`src/rtl/sbp_pkg.sv`:
```
package sbp_pkg;
    typedef enum logic [2:0] {
        ST_IDLE,
        ST_LOOKUP,
        ST_HEAD_WAIT,
        ST_DEMAND_REQ,
        ST_DEMAND_WAIT
    } sbp_state_e;
endpackage

```
`src/rtl/sbp_lru.sv`:
```
module sbp_lru #(
    parameter int N = 4,
    localparam int IW = (N > 1) ? $clog2(N) : 1
) (
    input  logic          clk,
    input  logic          rst_n,
    input  logic          touch,
    input  logic [IW-1:0] touch_idx,
    output logic [IW-1:0] victim
);
    logic [IW-1:0] rank [N];
    logic [N-1:0]  oldest;

    // rank N-1 = most recently used, rank 0 = replacement victim
    always_ff @(posedge clk) begin
        if (!rst_n) begin
            for (int i = 0; i < N; i++) rank[i] <= IW'(i);
        end else if (touch) begin
            for (int i = 0; i < N; i++) begin
                if (IW'(i) == touch_idx)
                    rank[i] <= IW'(N - 1);
                else if (rank[i] > rank[touch_idx])
                    rank[i] <= rank[i] - 1'b1;
            end
        end
    end

    always_comb begin
        victim = '0;
        for (int i = 0; i < N; i++) begin
            oldest[i] = (rank[i] == '0);
            if (oldest[i]) victim = IW'(i);
        end
    end

    AST_ONE_OLDEST: assert property (@(posedge clk) disable iff (!rst_n)
        $countones(oldest) == 1);
endmodule

```
`src/rtl/sbp_stream.sv`:
```
module sbp_stream #(
    parameter int ADDR_W = 16,
    parameter int DATA_W = 32,
    parameter int DEPTH  = 4,
    localparam int PW = $clog2(DEPTH),
    localparam int CW = PW + 1
) (
    input  logic              clk,
    input  logic              rst_n,
    input  logic              alloc,
    input  logic [ADDR_W-1:0] alloc_addr,
    input  logic              pop,
    input  logic              issue,
    input  logic              rsp_valid,
    input  logic [ADDR_W-1:0] rsp_addr,
    input  logic [DATA_W-1:0] rsp_data,
    output logic              head_ok,
    output logic [ADDR_W-1:0] head_addr,
    output logic              head_rdy,
    output logic [DATA_W-1:0] head_data,
    output logic              want,
    output logic [ADDR_W-1:0] want_addr
);
    logic              live;
    logic [ADDR_W-1:0] base;
    logic [PW-1:0]     hptr;
    logic [CW-1:0]     cnt;
    logic [DEPTH-1:0]  rdy;
    logic [DATA_W-1:0] dat [DEPTH];

    logic [ADDR_W-1:0] off;
    logic [PW-1:0]     slot;
    logic              wr_en;

    assign head_ok   = live && (cnt != '0);
    assign head_addr = base;
    assign head_rdy  = rdy[hptr];
    assign head_data = dat[hptr];
    assign want      = live && (cnt < CW'(DEPTH));
    assign want_addr = base + ADDR_W'(cnt);

    // entries hold base, base+1, ... so a response finds its slot by offset
    assign off   = rsp_addr - base;
    assign slot  = hptr + off[PW-1:0];
    assign wr_en = rsp_valid && live && !alloc &&
                   (off < ADDR_W'(cnt)) && !rdy[slot];

    always_ff @(posedge clk) begin
        if (!rst_n) begin
            live <= 1'b0;
            base <= '0;
            hptr <= '0;
            cnt  <= '0;
            rdy  <= '0;
        end else if (alloc) begin
            live <= 1'b1;
            base <= alloc_addr;
            cnt  <= '0;
            rdy  <= '0;
        end else begin
            if (wr_en) rdy[slot] <= 1'b1;
            if (pop) begin
                rdy[hptr] <= 1'b0;
                hptr      <= hptr + 1'b1;
                base      <= base + 1'b1;
            end
            cnt <= cnt + CW'(issue) - CW'(pop);
        end
    end

    always_ff @(posedge clk) begin
        if (wr_en) dat[slot] <= rsp_data;
    end

    AST_NO_OVERFLOW: assert property (@(posedge clk) disable iff (!rst_n)
        cnt <= CW'(DEPTH));
    AST_POP_LEGAL: assert property (@(posedge clk) disable iff (!rst_n)
        pop |-> head_ok && head_rdy);
    AST_ISSUE_LEGAL: assert property (@(posedge clk) disable iff (!rst_n)
        issue |-> want && !alloc);
    AST_READY_HELD: assert property (@(posedge clk) disable iff (!rst_n)
        head_ok && head_rdy && !pop && !alloc |=> head_rdy);
endmodule

```
`src/rtl/stream_prefetcher.sv`:
```
module stream_prefetcher
    import sbp_pkg::*;
#(
    parameter int ADDR_W  = 16,
    parameter int DATA_W  = 32,
    parameter int STREAMS = 4,
    parameter int DEPTH   = 4,
    localparam int SW = (STREAMS > 1) ? $clog2(STREAMS) : 1
) (
    input  logic              clk,
    input  logic              rst_n,
    input  logic              miss_valid,
    output logic              miss_ready,
    input  logic [ADDR_W-1:0] miss_addr,
    output logic              fill_valid,
    output logic [ADDR_W-1:0] fill_addr,
    output logic [DATA_W-1:0] fill_data,
    output logic              mem_req_valid,
    input  logic              mem_req_ready,
    output logic [ADDR_W-1:0] mem_req_addr,
    input  logic              mem_rsp_valid,
    input  logic [ADDR_W-1:0] mem_rsp_addr,
    input  logic [DATA_W-1:0] mem_rsp_data
);
    sbp_state_e state, state_nx;
    logic [ADDR_W-1:0] cur_addr;
    logic [SW-1:0]     hit_q;

    logic              h_ok   [STREAMS];
    logic [ADDR_W-1:0] h_addr [STREAMS];
    logic              h_rdy  [STREAMS];
    logic [DATA_W-1:0] h_data [STREAMS];
    logic              w_on   [STREAMS];
    logic [ADDR_W-1:0] w_addr [STREAMS];
    logic [STREAMS-1:0] alloc, pop, issue;

    logic          any_hit, pf_any, pf_ok, demand, touch;
    logic [SW-1:0] hit_idx, pf_sel, victim, touch_idx;

    for (genvar g = 0; g < STREAMS; g++) begin : g_stream
        sbp_stream #(.ADDR_W(ADDR_W), .DATA_W(DATA_W), .DEPTH(DEPTH)) u_stream (
            .clk(clk), .rst_n(rst_n),
            .alloc(alloc[g]), .alloc_addr(cur_addr + 1'b1),
            .pop(pop[g]), .issue(issue[g]),
            .rsp_valid(mem_rsp_valid), .rsp_addr(mem_rsp_addr), .rsp_data(mem_rsp_data),
            .head_ok(h_ok[g]), .head_addr(h_addr[g]), .head_rdy(h_rdy[g]),
            .head_data(h_data[g]), .want(w_on[g]), .want_addr(w_addr[g])
        );
    end

    sbp_lru #(.N(STREAMS)) u_lru (
        .clk(clk), .rst_n(rst_n), .touch(touch), .touch_idx(touch_idx), .victim(victim)
    );

    // head comparison and prefetch pick, lowest index first
    always_comb begin
        any_hit = 1'b0;
        hit_idx = '0;
        pf_any  = 1'b0;
        pf_sel  = '0;
        for (int i = STREAMS - 1; i >= 0; i--) begin
            if (h_ok[i] && h_addr[i] == cur_addr) begin
                any_hit = 1'b1;
                hit_idx = SW'(i);
            end
            if (w_on[i]) begin
                pf_any = 1'b1;
                pf_sel = SW'(i);
            end
        end
    end

    // state register
    always_ff @(posedge clk) begin
        if (!rst_n) begin
            state    <= ST_IDLE;
            cur_addr <= '0;
            hit_q    <= '0;
        end else begin
            state <= state_nx;
            if (state == ST_IDLE && miss_valid) cur_addr <= miss_addr;
            if (state == ST_LOOKUP) hit_q <= hit_idx;
        end
    end

    // next state
    always_comb begin
        state_nx = state;
        unique case (state)
            ST_IDLE:        if (miss_valid) state_nx = ST_LOOKUP;
            ST_LOOKUP:      if (!any_hit) state_nx = ST_DEMAND_REQ;
                            else if (h_rdy[hit_idx]) state_nx = ST_IDLE;
                            else state_nx = ST_HEAD_WAIT;
            ST_HEAD_WAIT:   if (h_rdy[hit_q]) state_nx = ST_IDLE;
            ST_DEMAND_REQ:  if (mem_req_ready) state_nx = ST_DEMAND_WAIT;
            ST_DEMAND_WAIT: if (mem_rsp_valid && mem_rsp_addr == cur_addr) state_nx = ST_IDLE;
            default:        state_nx = ST_IDLE;
        endcase
    end

    // outputs
    always_comb begin
        miss_ready = (state == ST_IDLE);
        fill_addr  = cur_addr;
        fill_valid = 1'b0;
        fill_data  = mem_rsp_data;
        alloc      = '0;
        pop        = '0;
        issue      = '0;
        touch      = (state == ST_LOOKUP);
        touch_idx  = any_hit ? hit_idx : victim;
        demand     = (state == ST_DEMAND_REQ);
        pf_ok      = pf_any && !demand && (state != ST_LOOKUP);
        unique case (state)
            ST_LOOKUP: begin
                if (!any_hit) alloc[victim] = 1'b1;
                else if (h_rdy[hit_idx]) begin
                    fill_valid   = 1'b1;
                    fill_data    = h_data[hit_idx];
                    pop[hit_idx] = 1'b1;
                end
            end
            ST_HEAD_WAIT: begin
                if (h_rdy[hit_q]) begin
                    fill_valid = 1'b1;
                    fill_data  = h_data[hit_q];
                    pop[hit_q] = 1'b1;
                end
            end
            ST_DEMAND_WAIT: fill_valid = mem_rsp_valid && (mem_rsp_addr == cur_addr);
            default: ;
        endcase
        mem_req_valid = demand || pf_ok;
        mem_req_addr  = demand ? cur_addr : w_addr[pf_sel];
        if (pf_ok && mem_req_ready) issue[pf_sel] = 1'b1;
    end

    always @(posedge clk) begin
        if (!rst_n) AST_RESET_QUIET: assert (!fill_valid && !mem_req_valid);
    end
    AST_FILL_PULSE: assert property (@(posedge clk) disable iff (!rst_n)
        fill_valid |=> !fill_valid);
    AST_ONE_MISS: assert property (@(posedge clk) disable iff (!rst_n)
        miss_valid && miss_ready |=> !miss_ready);
    AST_DEMAND_WINS: assert property (@(posedge clk) disable iff (!rst_n)
        (state == ST_DEMAND_REQ) |-> (issue == '0));
endmodule

```
`config.mk`:
```
export PLATFORM = sky130hd
export DESIGN_NAME = stream_prefetcher
export DESIGN_NICKNAME = d
export VERILOG_FILES = /design/src/rtl/sbp_pkg.sv /design/src/rtl/sbp_lru.sv /design/src/rtl/sbp_stream.sv /design/src/rtl/stream_prefetcher.sv
export SDC_FILE = /design/constraint.sdc
export NUM_CORES = 1
export LEC_CHECK = 0
export BUFFER_PORTS_ARGS = -buffer_cell sky130_fd_sc_hd__buf_2
export CORE_MARGIN = 4
export CORE_UTILIZATION = 47
export DETAILED_ROUTE_END_ITERATION = 7
export SETUP_SLACK_MARGIN = 0.5
export SYNTH_ARGS = -nofsm -noshare
export SYNTH_HDL_FRONTEND = slang
export SYNTH_SLANG_ARGS = --single-unit
```
`constraint.sdc`:
```
create_clock -name clk -period 24.9 [get_ports clk]
set_clock_uncertainty 0.05 [all_clocks]
set_input_delay 4.98 -clock clk [delete_from_list [all_inputs] [get_ports clk]]
set_output_delay 4.98 -clock clk [all_outputs]
set_load 0.05 [all_outputs]
```
* Yosys cells after proc, flatten, opt, wreduce, memory -nomap -nowiden
Memory sizes are Yosys's and may differ from the RTL's. A register that Yosys moved wholly into a read port is not among the register bits.
Index checks and enable logic that the tools add are counted.
Widths: inputs -> output; s select.
** Word-level totals
- Bits in registers :: 125
- Memory bits (writable) :: 520
- Bits of input ports :: 69
- Output and inout bits :: 67
- Word-level logic and storage cells :: 405
- Memories :: 5
** Cells by class
- $add $sub $neg :: 33
- $lt $le $gt $ge :: 39
- Eq/ne operators :: 17
- Mux-type cells :: 183
- Bitwise gates (word level) :: 28
- Reduce and logical (&&, ||, !) cells :: 77
** Memories
- g_stream[0].u_stream.dat :: words 4, width 32, rd ports 1, clocked after memory_dff 1, write ports 1, RTL line sbp_stream.sv:29 : logic [DATA_W-1:0] dat [DEPTH];
- g_stream[1].u_stream.dat :: words 4, width 32, rd ports 1, clocked after memory_dff 1, write ports 1, RTL line sbp_stream.sv:29
- g_stream[2].u_stream.dat :: words 4, width 32, rd ports 1, clocked after memory_dff 1, write ports 1, RTL line sbp_stream.sv:29
- g_stream[3].u_stream.dat :: words 4, width 32, rd ports 1, clocked after memory_dff 1, write ports 1, RTL line sbp_stream.sv:29
- u_lru.rank :: words 4, width 2, rd ports 5, clocked after memory_dff 0, write ports 4, RTL line sbp_lru.sv:11 : logic [IW-1:0] rank [N];
** Operators by type and width (count)
- $mux 32 :: 7
- $mux 16 :: 11
- $bmux 32 s2 :: 2
- $mux 4 :: 22
- $mux 1 :: 81
- $add 16x1->16 const B :: 5
- $eq 16x16->1 :: 5
- $add 16x3->16 :: 4
- $lt 16x3->1 :: 4
- $pmux 32 s2 :: 1
- $sub 16x16->16 :: 4
- $mux 2 :: 29
- $logic_and 1x1->1 :: 45
- $lt 2x3->1 const B :: 12
- $bmux 16 s2 :: 1
- $demux 1 s2 :: 12
- $ge 2x1->1 const B :: 12
- $bmux 1 s2 :: 10
- $and 4x4->4 :: 4
- $not 4->4 :: 4
- $or 4x4->4 :: 4
- $pmux 3 s5 :: 1
- $add 3x1->3 :: 4
- $lt 3x3->1 const B :: 4
- other kinds (28) :: 89

* Depth between registers and ports, before layout
Gate-level depths: netlist of the first run.
An unclocked memory read counts as a cell.
- Depth after elaboration :: 20
- Mapped depth :: 19

* By module
Synthesis of the first run repeated with hierarchy kept, for this count alone.
** Unflattened totals
- Cell total of the unflattened synthesis :: 2834
- Area, all modules :: 36030.8 um2
** Modules (own cells, without submodules)
- sbp_stream at g_stream[0].u_stream ... :: times used 2, cells each 508, area each 7350.8 um2, seq. area each 4404.2 um2
- sbp_stream at g_stream[1].u_stream :: times used 1, cells each 542, area each 7492.2 um2, seq. area each 4404.2 um2
- sbp_stream at g_stream[3].u_stream :: times used 1, cells each 512, area each 7343.3 um2, seq. area each 4404.2 um2
- stream_prefetcher :: times used 1, cells each 699, area each 5808.1 um2, seq. area each 420.4 um2
- sbp_lru :: times used 1, cells each 65, area each 685.7 um2, seq. area each 240.2 um2

* Worst setup path after synthesis of the first run
Ideal clock, no wire load.
- Kind :: in2out
- From :: in mem_rsp_addr[15]
- To :: out fill_valid
- Arrival time :: 6827 ps
- Required time :: 19870 ps
- Setup slack :: 13043 ps
- Stages on the path :: 6
- Buffers on the path :: 1
- Cells stage by stage :: buf_2 -> xnor2_1 -> nand4_1 -> nor4_1 -> nand3_1 -> o21ai_0
** On the way
- Word-level cells in the longest chain between the ends :: 3
** RTL lines
- start, declared :: RTL line stream_prefetcher.sv:22 : input logic [ADDR_W-1:0] mem_rsp_addr,
- $eq 16x16->1 :: RTL line stream_prefetcher.sv:130 : ST_DEMAND_WAIT: fill_valid = mem_rsp_valid && (mem_rsp_addr == cur_addr);
- $logic_and 1x1->1 :: RTL line stream_prefetcher.sv:130
- $pmux 1 s3 :: RTL line stream_prefetcher.sv:114 : unique case (state)
- end, declared :: RTL line stream_prefetcher.sv:15 : output logic fill_valid,
Every way passes these cells.

* Final worst setup path of the first run
Same ends and word-level chain as after synthesis.

==> results.sh, run 1 <==
export IMPL_status="finished clean"
export IMPL_cts_buffers=72
export IMPL_critPathRequiredTime_ns=19.87
export IMPL_synthCells=2904
export IMPL_drtAntennaViolNets=0
export IMPL_cp_end_kind="primary output"
export IMPL_ir_drop_v=0.0000694
export IMPL_layout_drive_gt1_share_pct=17.4
export IMPL_overflow=0
export IMPL_post_cts_buffers=0
export IMPL_ys_seq_area_share_pct=52.6
export IMPL_h_tree_depth=3
export IMPL_synthTopCellsByArea="edfxtp_1, mux4_2, dfxtp_1, ha_1, xnor2_1"
export IMPL_top_level_ports=136
export IMPL_path_cells="buf_2, xnor2_1, nand4_1, nor4_1, nand3_1, o21ai_0, buf_2"
export IMPL_hold_violations=0
export IMPL_max_stage_delay_ns=0.46
export IMPL_r2r_slack_ns=19.28
export IMPL_drcViolationCount=0
export IMPL_gp_congestion=0.983
export IMPL_hold_path_class="reg -> reg"
export IMPL_yosysTopAreaCellShare_pct=44.9
export IMPL_slowest_stage="o21ai_0"
export IMPL_hold_buffers=0
export IMPL_vias=25742
export IMPL_syn_avg_cell_area_sq_um=12.0
export IMPL_synth_seq_cells=653
export IMPL_critPathKind="in -> out"
export IMPL_track_usage_pct=29.8
export IMPL_place_ws_ns=12.74
export IMPL_clkPwrFrac_pct=36.5
export IMPL_power_switching_w=0.000950
export IMPL_synthesis_area_sq_mm=0.0348
export IMPL_drv_slew=0
export IMPL_yosysUniqueCellTypes=98
export IMPL_ys_flop_type="edfxtp_1"
export IMPL_dieArea_sq_mm=0.0784
export IMPL_syn_nets=3106
export IMPL_cts_root_buffer="clkbuf_16"
export IMPL_wl_per_cell_um=29.4
export IMPL_die_h_um=280
export IMPL_grt_antenna_before_repair=2
export IMPL_setup_tns_ns=0
export IMPL_numClockSinks=653
export IMPL_final_setup_viol_count=0
export IMPL_period_share_pct=48.7
export IMPL_cap_violations=0
export IMPL_p_seq_share_pct=41.3
export IMPL_fin_util_pct=53.3
export IMPL_drt_iter0_markers=2639
export IMPL_comb_power_share_pct=22.2
export IMPL_crit_arrival_ns=7.09
export IMPL_clk_pin_slew_ns=0.07
export IMPL_synth_most_common_cell="edfxtp_1"
export IMPL_worstSkewPairLatency_ns=0.63
export IMPL_syn_to_final_growth_pct=12.2
export IMPL_vias_per_cell=6.38
export IMPL_clockBufferDepth=3
export IMPL_ys_warnings_count=0
export IMPL_powerDensity_mw_per_mm2=75.7
export IMPL_row_count=99
export IMPL_synth_largest_area_cell="edfxtp_1"
export IMPL_cts_resized=0
export IMPL_grt_setup_unrepaired="false"
export IMPL_drtPass1Iterations=7
export IMPL_slew_headroom_pct=15.4
export IMPL_start_util_pct=47.5
export IMPL_grt_max_degree=73
export IMPL_worst_slack_ns=12.78
export IMPL_grt_pass1_vias=25084
export IMPL_p_int_w=0.00200
export IMPL_fillers=6213
export IMPL_fmax_mhz=82.5
export IMPL_critPathLaunchType="input pin"
export IMPL_critPathMaxFanout=5
export IMPL_switching_share_pct=32.2
export IMPL_coreArea_sq_mm=0.0732
export IMPL_tritoncts="built"
export IMPL_dp_hpwl_um=76600
export IMPL_routed_wl_um=119000
export IMPL_p_leak_nw=13.2
export IMPL_die_width_um=280
export IMPL_synth_edff_count=520
export IMPL_grt_pass1_wl_um=171000
export IMPL_crit_top_cell="buf_2"
export IMPL_portBuffers=135
export IMPL_fin_crit_ns=12.12
export IMPL_synthTopCellsByCount="edfxtp_1, nor2_1, nand2_1"
export IMPL_nets=3219
export IMPL_worst_pin_slew_ns=1.26
export IMPL_async_flop_share_pct=0
cells by family (layout without fill, tap and decap cells):
logic type / after synthesis / in the layout / share of synthesized area (%)
fa+ha+maj: 137 / 137 / 5.16
buf+inv: 287 / 454 / 3.34
xor+xnor: 212 / 212 / 5.38
other cells: 0 / 3 / 0
mux: 186 / 186 / 10.6
simple gates: 806 / 806 / 11.2
flops: 653 / 653 / 52.6
compound gates: 623 / 623 / 11.8
worst max-delay path: cells and delay by family:
kind,cells,cell delay [ns]
compound gates,1,0.46
xor+xnor,1,0.28
simple gates,3,0.86
buf+inv,2,0.50
flip-flops by register name, indices dropped and copies added, names as in the netlist, 3 cells and up, named ones only:
signal	count
fill_addr	16
g_stream.u_stream.cnt	12
g_stream.u_stream.dat	512
g_stream.u_stream.head_addr	64
g_stream.u_stream.hptr	8
g_stream.u_stream.live	4
g_stream.u_stream.rdy	16
state	3
u_lru.rank	8
cell type report:
cell class                      instances  area (sq um)  share of cell area [%]
Clock buffer                           91          1920                    4.92
Timing Repair Buffer                  197          1140                    2.92
Clock inverter                         37           474                    1.22
Tap cell                              959          1200                    3.08
Antenna cell                            3          7.51                  0.0192
Inverter                              129           484                    1.24
Multi-Input combinational cell       1964         15500                    39.7
Sequential cell                       653         18300                    46.9
layer usage:
layer  track usage, %  routed length, um
met5                0                  0
met4             17.5               8220
met3             4.82               9890
met2             49.1              56100
met1             37.6              44400
metrics by stage:
stage	power, W	std cells	instance area, sq um	hold WS, ns
6_report	0.00295	4033	39000	0.436
2_1_floorplan	0.00168	2904	34800	0.400
5_1_grt	0.00306	4031	39000	0.463
3_5_place_dp	0.00189	3902	36600	0.425
3_3_place_gp	0.00188	3902	36600	0.420
4_1_cts	0.00296	4030	39000	0.441
layout by cell type (no fill, tap or decap), types with 11 or more instances in the layout:
| cell type | netlist | layout |
|---|---|---|
| dfxtp_1 | 133 | 123 |
| o31ai_1 | 11 | 11 |
| clkbuf_16 | 0 | 73 |
| a22oi_1 | 26 | 26 |
| nor2_1 | 267 | 265 |
| a221o_1 | 18 | 18 |
| inv_1 | 127 | 126 |
| o22ai_1 | 43 | 43 |
| clkbuf_1 | 112 | 15 |
| a21o_1 | 25 | 25 |
| nor4_1 | 31 | 30 |
| or3_1 | 13 | 13 |
| o21ai_0 | 91 | 91 |
| a21oi_1 | 192 | 191 |
| a31oi_1 | 27 | 27 |
| and3_1 | 43 | 41 |
| xor2_1 | 55 | 55 |
| xnor2_1 | 155 | 155 |
| fa_1 | 12 | 12 |
| mux4_2 | 144 | 144 |
| buf_2 | 30 | 135 |
| edfxtp_1 | 520 | 520 |
| buf_4 | 2 | 62 |
| nand4_1 | 41 | 41 |
| a211oi_1 | 26 | 26 |
| nand2_1 | 202 | 202 |
| nor2b_1 | 19 | 18 |
| o21a_1 | 43 | 43 |
| nor3_1 | 61 | 58 |
| mux2_2 | 16 | 16 |
| clkinv_2 | 0 | 12 |
| nand3_1 | 57 | 55 |
| mux2i_1 | 26 | 26 |
| o211ai_1 | 20 | 20 |
| ha_1 | 121 | 121 |
power by group through the flow:
| stage | Clock [W] | Combinational [W] | Sequential (W) |
|---|---|---|---|
| after floorplan | 0 | 0.000432 | 0.00125 |
| after global placement | 0 | 0.000639 | 0.00124 |
| after detailed placement | 0 | 0.000645 | 0.00124 |
| after CTS | 0.00110 | 0.000649 | 0.00122 |
| after global routing | 0.00114 | 0.000694 | 0.00122 |
| final | 0.00108 | 0.000655 | 0.00122 |
path summary, 6_finish.rpt:
path | from | end | cells after the start
setup / recovery | mem_rsp_addr[15] | fill_valid | 7
hold / removal | g_stream[2].u_stream.rdy[3] | g_stream[2].u_stream.rdy[3] | 1
setup reg to reg | g_stream[0].u_stream.head_addr[0] | g_stream[0].u_stream.dat[0][2] | 12
hold reg to reg | g_stream[2].u_stream.rdy[3] | g_stream[2].u_stream.rdy[3] | 1
(Power assumes the default switching activity.)
==> run 2, diff against run 1 <==
- clock period: 24.9 -> 12.6 ns (I/O delays scaled with it)
==> results.sh, run 2 (synthesized netlist as in run 1, its figures left out) <==
export IMPL_grt_antenna_before_repair=4
export IMPL_final_setup_viol_count=0
export IMPL_p_int_w=0.00389
export IMPL_post_cts_buffers=0
export IMPL_tritoncts="built"
export IMPL_setup_tns_ns=0
export IMPL_wl_per_cell_um=28.3
export IMPL_vias=25583
export IMPL_fmax_mhz=129
export IMPL_clk_pin_slew_ns=0.06
export IMPL_period_share_pct=61.5
export IMPL_fillers=6100
export IMPL_overflow=0
export IMPL_fin_util_pct=53.0
export IMPL_switching_share_pct=32.5
export IMPL_grt_setup_unrepaired="false"
export IMPL_coreArea_sq_mm=0.0732
export IMPL_drcViolationCount=0
export IMPL_regArea_sq_mm=0.0183
export IMPL_grt_pass1_wl_um=166000
export IMPL_critPathRequiredTime_ns=10.03
export IMPL_status="finished clean"
export IMPL_cts_root_buffer="clkbuf_16"
export IMPL_slowest_stage="dfxtp_1"
export IMPL_portBuffers=135
export IMPL_cp_num_buf_inv=2
export IMPL_gp_congestion=0.993
export IMPL_power_switching_w=0.00187
export IMPL_hold_buffers=0
export IMPL_top_level_ports=136
export IMPL_worst_pin_slew_ns=1.28
export IMPL_stdcell_count=4014
export IMPL_routed_wl_um=114000
export IMPL_p_seq_share_pct=42.4
export IMPL_grt_max_degree=67
export IMPL_vias_per_cell=6.37
export IMPL_final_common_cell="edfxtp_1"
export IMPL_syn_to_final_growth_pct=11.6
export IMPL_critPathLaunchType="flop"
export IMPL_cts_buffers=71
export IMPL_crit_path_end="fill_data[11]"
export IMPL_dieArea_sq_mm=0.0784
export IMPL_h_tree_depth=3
export IMPL_ir_drop_v=0.000131
export IMPL_die_h_um=280
export IMPL_die_width_um=280
export IMPL_reg2reg_to="g_stream[2].u_stream.head_addr[13]"
export IMPL_mostFrequentLayoutCells="edfxtp_1, nor2_1, nand2_1, a21oi_1, xnor2_1"
export IMPL_rr_startpoint="fill_addr[10]"
export IMPL_critPathKind="reg -> out"
export IMPL_r2r_cells=10
export IMPL_clkPwrFrac_pct=35.6
export IMPL_drtPass1Iterations=8
export IMPL_powerDensity_mw_per_mm2=148
export IMPL_regMostFlops="g_stream.u_stream.dat"
export IMPL_hold_violations=0
export IMPL_layout_drive_gt1_share_pct=16.9
export IMPL_cp_end_kind="primary output"
export IMPL_fin_crit_ns=7.75
export IMPL_hold_worst_slack_ns=0.408
export IMPL_drv_slew=0
export IMPL_largest_reg_flops=512
export IMPL_comb_power_share_pct=22.0
export IMPL_cap_violations=0
export IMPL_crit_arrival_ns=5.18
export IMPL_p_leak_nw=13.0
export IMPL_grt_pass1_vias=25156
export IMPL_critPathMaxFanout=30
export IMPL_slew_headroom_pct=14.3
export IMPL_multi_input_area_sq_mm=0.0155
export IMPL_crit_family="simple AND/OR/NAND/NOR gates"
export IMPL_cts_resized=0
export IMPL_startpoint="fill_addr[10]"
export IMPL_dp_cells=3890
export IMPL_drtAntennaViolNets=0
export IMPL_path_cells="xor2_1, nor4_1, nand3_1, or2_2, mux2i_1, a211oi_2, o21ai_1, or3_1, buf_4, a221o_1, buf_2"
export IMPL_numClockSinks=653
export IMPL_worstSkewPairLatency_ns=0.63
export IMPL_r2r_slack_ns=7.24
export IMPL_start_util_pct=47.5
export IMPL_max_stage_delay_ns=0.87
export IMPL_dp_hpwl_um=76500
export IMPL_row_count=99
export IMPL_hold_path_class="reg -> reg"
export IMPL_nets=3206
export IMPL_clockBufferDepth=3
export IMPL_drt_iter0_markers=2636
export IMPL_cp_depth=11
export IMPL_track_usage_pct=28.5
==> run 2: final cells by class <==
cell class / count / share of cell area, %
tap: 959 / 3.09
clock inverter: 27 / 0.796
clock buffer: 94 / 5.09
multi-input combinational: 1964 / 39.9
inverter: 129 / 1.25
timing repair buffer: 185 / 2.71
sequential: 653 / 47.1
antenna: 3 / 0.0193
==> run 2: worst min-delay path, delay by kind of cell (launching register included) <==
kind	cells	cell delay, ns
simple gates	1	0.05
flops	1	0.30
compound gates	1	0.05
==> run 2: worst min path at each step <==
stage	end	cells after the start	startpoint	slack, ns
6_report	fill_addr[3]	2	fill_addr[3]	0.41
2_1_floorplan	g_stream[2].u_stream.rdy[2]	1	g_stream[2].u_stream.rdy[2]	0.40
4_1_cts	fill_addr[3]	2	fill_addr[3]	0.41
3_5_place_dp	fill_addr[3]	2	fill_addr[3]	0.40
5_1_grt	fill_addr[3]	2	fill_addr[3]	0.42
3_3_place_gp	fill_addr[3]	2	fill_addr[3]	0.39
==> run 2: power groups by stage <==
stage          Combinational [W]  Clock, W  Sequential (W)
2_1_floorplan           0.000854         0         0.00246
3_3_place_gp             0.00123         0         0.00248
3_5_place_dp             0.00125         0         0.00248
4_1_cts                  0.00126   0.00208         0.00244
5_1_grt                  0.00134   0.00217         0.00244
6_report                 0.00127   0.00205         0.00244
==> run 2: per-stage QoR <==
step           total power (W)  area, sq um  worst slack, ns
3_5_place_dp           0.00374        36500             5.13
2_1_floorplan          0.00332        34800             3.43
4_1_cts                0.00578        38800             4.98
5_1_grt                0.00595        38800             4.67
6_report               0.00576        38800             4.85
3_3_place_gp           0.00372        36500             5.18
==> run 2: per-layer routing <==
| layer | vias up | part of all wire [%] | GRT usage [%] | wire length [um] |
|---|---|---|---|---|
| met4 | 2 | 4.9 | 12.6 | 5600 |
| met3 | 300 | 7.7 | 5.00 | 8780 |
| li1 | 11216 | - | - | - |
| met2 | 1335 | 48 | 47.6 | 54300 |
| met5 | - | 0.014 | 0 | 16 |
| met1 | 12730 | 40 | 37.0 | 45000 |
